$ cat config.mk
export PLATFORM = sky130hd
export DESIGN_NAME = spi_flash_cmd_fe
export DESIGN_NICKNAME = d
export VERILOG_FILES = /design/src/rtl/spi_flash_cmd_fe.sv
export SDC_FILE = /design/constraint.sdc
export NUM_CORES = 1
export LEC_CHECK = 0
export CAP_MARGIN = 20
export CORE_MARGIN = 3
export CORE_UTILIZATION = 60
export CTS_CLUSTER_SIZE = 20
export DETAILED_ROUTE_END_ITERATION = 8
export PLACE_DENSITY = 0.82
export SLEW_MARGIN = 30
export SYNTH_ARGS = -nofsm -noshare
export SYNTH_HDL_FRONTEND = slang
export SYNTH_SLANG_ARGS = --single-unit
$ cat constraint.sdc
create_clock -name clk -period 9.05 [get_ports clk]
set_input_delay 1.81 -clock clk [delete_from_list [all_inputs] [get_ports clk]]
set_output_delay 1.81 -clock clk [all_outputs]
set_load 0.1 [all_outputs]
$ cat src/rtl/spi_flash_cmd_fe.sv
module spi_flash_cmd_fe #(
  parameter int ADDR_W    = 19,
  parameter int SECT_BITS = 12,
  parameter int BLK_BITS  = 15
) (
  input  logic              clk,
  input  logic              rst_n,
  input  logic              sck,
  input  logic              cs_n,
  input  logic              si,
  output logic              so,
  output logic              so_oe,
  input  logic              be_busy,
  input  logic [5:0]        be_stat,
  input  logic [7:0]        be_rdata,
  output logic              req_valid,
  output logic [2:0]        req_op,
  output logic [ADDR_W-1:0] req_addr,
  output logic [7:0]        req_data
);
  localparam logic [7:0] OP_READ        = 8'h03;
  localparam logic [7:0] OP_FREAD       = 8'h0B;
  localparam logic [7:0] OP_PROG        = 8'h02;
  localparam logic [7:0] OP_SERASE      = 8'h20;
  localparam logic [7:0] OP_BERASE      = 8'h52;
  localparam logic [7:0] OP_CERASE_A    = 8'h60;
  localparam logic [7:0] OP_CERASE_B    = 8'hC7;
  localparam logic [7:0] OP_STAT_WR     = 8'h01;
  localparam logic [7:0] OP_STAT_RD     = 8'h05;
  localparam logic [7:0] OP_WR_EN       = 8'h06;
  localparam logic [7:0] OP_WR_DIS      = 8'h04;
  localparam logic [7:0] OP_STAT_UNLOCK = 8'h50;

  localparam logic [2:0] RQ_READ = 3'd0;
  localparam logic [2:0] RQ_PROG = 3'd1;
  localparam logic [2:0] RQ_SECT = 3'd2;
  localparam logic [2:0] RQ_BLK  = 3'd3;
  localparam logic [2:0] RQ_CHIP = 3'd4;
  localparam logic [2:0] RQ_STAT = 3'd5;

  localparam logic [ADDR_W-1:0] SECT_KEEP = {ADDR_W{1'b1}} << SECT_BITS;
  localparam logic [ADDR_W-1:0] BLK_KEEP  = {ADDR_W{1'b1}} << BLK_BITS;

  typedef enum logic [2:0] {
    ST_OPC, ST_ADDR, ST_DUMMY, ST_RDATA, ST_STAT, ST_WDATA, ST_DONE, ST_SKIP
  } st_t;

  st_t         st, op_st;
  logic        s_sck, p_sck, s_cs, p_cs, s_si;
  logic [2:0]  bitc;
  logic [1:0]  bytec;
  logic [7:0]  rx, op, wdat, tx;
  logic [23:0] addr;
  logic        wel, ews, pend_clr, busy_q, load;
  logic        wr_go;
  logic [2:0]  wr_kind;
  logic [ADDR_W-1:0] wr_addr;

  wire sck_rise = s_sck & ~p_sck & ~s_cs;
  wire sck_fall = ~s_sck & p_sck & ~s_cs;
  wire cs_rise  = s_cs & ~p_cs;
  wire byte_end = sck_rise && (bitc == 3'd7);

  wire [7:0]  rx_nxt    = {rx[6:0], s_si};
  wire [23:0] addr_nxt  = {addr[22:0], s_si};
  wire [7:0]  stat_byte = {be_stat, wel, be_busy};

  wire rd_go = byte_end && ((st == ST_ADDR && bytec == 2'd2 && op == OP_READ) ||
                            st == ST_DUMMY || st == ST_RDATA);
  wire [23:0] rd_addr = (st == ST_ADDR) ? addr_nxt : addr;

  assign so = tx[7];

  always_comb begin
    op_st = ST_SKIP;
    if (!be_busy || rx_nxt == OP_STAT_RD) begin
      case (rx_nxt)
        OP_READ, OP_FREAD:              op_st = ST_ADDR;
        OP_PROG, OP_SERASE, OP_BERASE:  if (wel) op_st = ST_ADDR;
        OP_CERASE_A, OP_CERASE_B:       if (wel) op_st = ST_DONE;
        OP_STAT_WR:                     if (wel || ews) op_st = ST_WDATA;
        OP_WR_EN, OP_WR_DIS, OP_STAT_UNLOCK: op_st = ST_DONE;
        OP_STAT_RD:                     op_st = ST_STAT;
        default:                        op_st = ST_SKIP;
      endcase
    end
  end

  always_comb begin
    wr_go   = 1'b1;
    wr_kind = RQ_PROG;
    wr_addr = addr[ADDR_W-1:0];
    case (op)
      OP_PROG: ;
      OP_SERASE: begin
        wr_kind = RQ_SECT;
        wr_addr = addr[ADDR_W-1:0] & SECT_KEEP;
      end
      OP_BERASE: begin
        wr_kind = RQ_BLK;
        wr_addr = addr[ADDR_W-1:0] & BLK_KEEP;
      end
      OP_CERASE_A, OP_CERASE_B: begin
        wr_kind = RQ_CHIP;
        wr_addr = '0;
      end
      OP_STAT_WR: begin
        wr_kind = RQ_STAT;
        wr_addr = '0;
      end
      default: wr_go = 1'b0;
    endcase
  end

  always_ff @(posedge clk or negedge rst_n) begin
    if (!rst_n) begin
      s_sck     <= 1'b0;
      p_sck     <= 1'b0;
      s_cs      <= 1'b1;
      p_cs      <= 1'b1;
      s_si      <= 1'b0;
      busy_q    <= 1'b0;
      st        <= ST_OPC;
      bitc      <= '0;
      bytec     <= '0;
      rx        <= '0;
      op        <= '0;
      wdat      <= '0;
      tx        <= '1;
      addr      <= '0;
      wel       <= 1'b0;
      ews       <= 1'b0;
      pend_clr  <= 1'b0;
      load      <= 1'b0;
      so_oe     <= 1'b0;
      req_valid <= 1'b0;
      req_op    <= RQ_READ;
      req_addr  <= '0;
      req_data  <= '0;
    end else begin
      s_sck     <= sck;
      p_sck     <= s_sck;
      s_cs      <= cs_n;
      p_cs      <= s_cs;
      s_si      <= si;
      busy_q    <= be_busy;
      req_valid <= 1'b0;

      if (pend_clr && busy_q && !be_busy) begin
        wel      <= 1'b0;
        pend_clr <= 1'b0;
      end

      if (sck_rise) begin
        rx   <= rx_nxt;
        bitc <= bitc + 3'd1;
        case (st)
          ST_OPC: if (byte_end) begin
            op    <= rx_nxt;
            st    <= op_st;
            ews   <= 1'b0;
            bytec <= '0;
            if (op_st == ST_STAT) load <= 1'b1;
          end
          ST_ADDR: begin
            addr <= addr_nxt;
            if (byte_end) begin
              bytec <= bytec + 2'd1;
              if (bytec == 2'd2) begin
                if (op == OP_READ)       st <= ST_RDATA;
                else if (op == OP_FREAD) st <= ST_DUMMY;
                else if (op == OP_PROG)  st <= ST_WDATA;
                else                     st <= ST_DONE;
              end
            end
          end
          ST_DUMMY: if (byte_end) st <= ST_RDATA;
          ST_STAT:  if (byte_end) load <= 1'b1;
          ST_WDATA: if (byte_end) begin
            wdat <= rx_nxt;
            st   <= ST_DONE;
          end
          ST_DONE:  st <= ST_SKIP;
          default: ;
        endcase
        if (rd_go) begin
          req_valid <= 1'b1;
          req_op    <= RQ_READ;
          req_addr  <= rd_addr[ADDR_W-1:0];
          req_data  <= '0;
          addr      <= rd_addr + 24'd1;
          load      <= 1'b1;
        end
      end

      if (sck_fall) begin
        if (load) begin
          tx    <= (st == ST_STAT) ? stat_byte : be_rdata;
          load  <= 1'b0;
          so_oe <= 1'b1;
        end else begin
          tx <= {tx[6:0], 1'b1};
        end
      end

      if (cs_rise && st == ST_DONE) begin
        if (op == OP_WR_EN)       wel <= 1'b1;
        if (op == OP_WR_DIS)      wel <= 1'b0;
        if (op == OP_STAT_UNLOCK) ews <= 1'b1;
        if (wr_go) begin
          req_valid <= 1'b1;
          req_op    <= wr_kind;
          req_addr  <= wr_addr;
          req_data  <= wdat;
          pend_clr  <= 1'b1;
        end
      end

      if (s_cs) begin
        st    <= ST_OPC;
        bitc  <= '0;
        bytec <= '0;
        load  <= 1'b0;
        so_oe <= 1'b0;
      end
    end
  end
endmodule

==> metrics <==
non-filler cells, final=750; post-synthesis cell count=606; crit path max fanout=2; post-route cell area=6302 um^2; Hold EP=p_cs$_DFF_PN1_; postcts setup bufs=0; CTS tree=done; Buffers & Inverters on Critical Path=1; DP HPWL=8901 um; ys flop type=dfrtp_1; vias per inst=6.191; GRT Total Usage=0.2660; clock slew at reported path FFs=about 0.090 ns; Critical Path Sink Type=output port; CORE AREA=8848 um^2; DIE AREA=10430 um^2; Worst Path Required=slightly above 7 ns; reg2reg start=st[1]$_DFFE_PN0P_; # setup viols final=0; Yosys cell types=80; WP data arrival=2.03 ns; minimum clock period=3.835 ns; gpl congestion=0.8713; status=finished clean; CP startpoint kind=flip-flop; setup TNS=0 ns; unrepaired setup endpoints after global routing=false; worst-path cell chain=clkdlybuf4s50_1; Final nets=661; fin crit share=0.4238; initial antenna violation count=0; CTS resizes=0; clk root buf=clkbuf_8; drt wl/cell=17.64 um; drt first pass iters=5; Avg Inst Size Synth=between 9 and 10 um^2; Initial Util=0.6268; sequential share of the synthesized area=0.4534; first-pass GRT wire length=22020 um; CP Class=reg2out; I/O pin cnt=53; Worst R2R Setup Slack=5.59 ns; #FFs+latches synth=100; crit path max-delay cell type=clkdlybuf4s50_1; met2 usage in global routing=0.4168; # clock sinks=100; ant diodes=0; share of cells above drive strength 1=0.1153; Cell Pwr Density=144.7 nW/um^2; largest net degree at the start of global routing=66; Longest Clk Path Bufs=2; final hold vios=0; Pwr Total=0.9120 mW; cts hold-fix bufs=0; CTS H-tree lvls=3; hold depth=0; Placement Rows=34; grt total ovfl=0; Iteration-0 DRC Markers=roughly 340; Cell Count Post-Placement=734; Hold Crit Class=reg2reg; Ys Warns=0; top cell family by delay on the critical path=buffers and inverters; clk_lat worst skew=0.37 ns; Die X-Extent=~100 um; dpl ws=5.605 ns; wirelength, routed=13230 um; hold path start=s_cs$_DFF_PN1_; Slew Limit Fails=0; CTS Buf Count=9; met3 Use GR=0.04437; # Max-Cap Violations=0; area added between synthesis and finish=13.62%; DR DRC count=0; leakage=between 2 and 3 nW; r2r worst-path depth=10; synthesized cell area=5547 um^2; Layout Skew=about 0.0093 ns; Max stage delay on crit path=1.12 ns; dpl cell area=6082 um^2; Die Span Y=102.1 um; EDFF count, synth=0; Mapped Nets=630; grt met1 use=0.3691; IO buf count=52; Async SR Flop Fraction=1.000; antenna-violating nets left=0; Most Crowded Layer GR=met2; Worst Slack Setup Final=5.215 ns; Worst-Margin Slew=just under 1 ns; vias in the first global route=around 4.6k; peak supply drop=0.0001089 V; Max Clock Freq=260.7 MHz; max_slew headroom=0.3389; routed vias=approximately 4.6k; worst r2r dst=addr[14]$_DFFE_PN0P_
## flip-flops by register name (all words and copies together), names as in the netlist, 2 cells and up
register	count
req_addr	19
op	8
bytec	2
rx	7
req_data	8
wdat	8
addr	19
bitc	3
st	3
tx	8
req_op	3
## where the power goes
part / internal [mW] / total, mW / switching [mW] / leakage [nW]
registers: 0.472 / 0.502 / 0.0299 / 1.34
clock network: 0.163 / 0.315 / 0.152 / 0.107
logic: 0.0384 / 0.0948 / 0.0563 / 1.15
total: 0.674 / 0.912 / 0.238 / 2.60
## through the flow
step / utilization / hold slack (ns)
after global placement: 0.6868 / 0.4417
after floorplan: - / 0.3789
after detailed placement: 0.6874 / 0.4557
after global routing: 0.7122 / 0.4913
after CTS: 0.7120 / 0.4798
final: 0.7122 / 0.4799
## worst max path at each step
stage	startpoint	to	slack [ns]	cells past startpoint
CTS	tx[7]$_DFFE_PN1P_	so	5.20	1
finish	tx[7]$_DFFE_PN1P_	so	5.21	1
global placement	tx[7]$_DFFE_PN1P_	so	5.61	1
floorplan	st[0]$_DFFE_PN0P_	addr[14]$_DFFE_PN0P_	6.13	13
global route	tx[7]$_DFFE_PN1P_	so	5.17	1
detailed placement	tx[7]$_DFFE_PN1P_	so	5.60	1
## logic make-up (layout without fill, tap and decap cells)
logic type / count (synthesis) / in the layout / share of synthesized area
xor gates and xnor gates: 11 / 11 / 0.01737
and+or+nand+nor: 257 / 257 / 0.2360
AOI/OAI and AO/OA: 150 / 150 / 0.1827
DFF: 100 / 100 / 0.4534
adders and majority gates: 4 / 4 / 0.009024
buffers and inverters: 52 / 88 / 0.03970
muxes: 32 / 32 / 0.06181
## cells in the mapped netlist, types with 3 or more instances
library cell | number | area share
a221o_1 | 3 | 0.0054
a21o_1 | 5 | 0.0068
nand2_1 | 104 | 0.070
xnor2_1 | 7 | 0.011
nand3_1 | 14 | 0.013
a31o_2 | 3 | 0.0047
o21ai_1 | 3 | 0.0027
a21boi_0 | 8 | 0.011
nor3b_2 | 3 | 0.0068
a2bb2oi_1 | 3 | 0.0047
nand4b_1 | 3 | 0.0047
mux2i_1 | 16 | 0.029
a21oi_1 | 33 | 0.030
inv_1 | 13 | 0.0088
clkbuf_1 | 27 | 0.018
a211oi_1 | 10 | 0.014
o22ai_1 | 4 | 0.0045
nor4_1 | 7 | 0.0079
dfstp_2 | 10 | 0.047
o21a_1 | 3 | 0.0041
buf_2 | 4 | 0.0036
xor2_1 | 4 | 0.0063
nor2b_1 | 7 | 0.0079
or2_2 | 3 | 0.0034
a221oi_1 | 3 | 0.0047
o31ai_1 | 6 | 0.0081
buf_1 | 3 | 0.0020
nand4_1 | 6 | 0.0068
ha_1 | 4 | 0.0090
nor2_1 | 48 | 0.032
nor3_1 | 15 | 0.014
or3_1 | 4 | 0.0045
dfrtp_1 | 90 | 0.41
o21ai_0 | 38 | 0.034
a31o_1 | 5 | 0.0079
mux2_2 | 15 | 0.030
and2_1 | 6 | 0.0068
nand2b_1 | 15 | 0.017
## routing by layer
metal  wire length, um  vias to the layer above
met2              6199                      183
met5                 0                        -
met4               314                        0
met3               874                       28
li1                  -                     2213
met1              5844                     2219
## final cells by class
type / count / area, um^2
Clock inverter: 4 / 72.57
Clock buffer: 12 / 145.1
Sequential cell: 100 / 2515
Timing Repair Buffer: 58 / 563.0
Fill cell: 681 / 2546
Tap cell: 108 / 135.1
Multi-Input combinational cell: 454 / 2819
Inverter: 14 / 52.55
## layout by cell type, fill, tap and decap left out, drive strengths merged, types with 7 or more instances in the layout
master / instances
inv: 14
o21ai: 41
and2: 7
nand2: 104
mux2: 15
a21oi: 33
dfrtp: 90
nand2b: 16
nor2b: 7
nor3: 16
nand3: 14
a211oi: 11
nor2: 49
mux2i: 17
buf: 7
clkbuf: 12
a31o: 8
dfstp: 10
xnor2: 7
a21boi: 8
clkdlybuf4s50: 51
nor4: 9
Note: power is estimated with default switching activity, not from simulation.
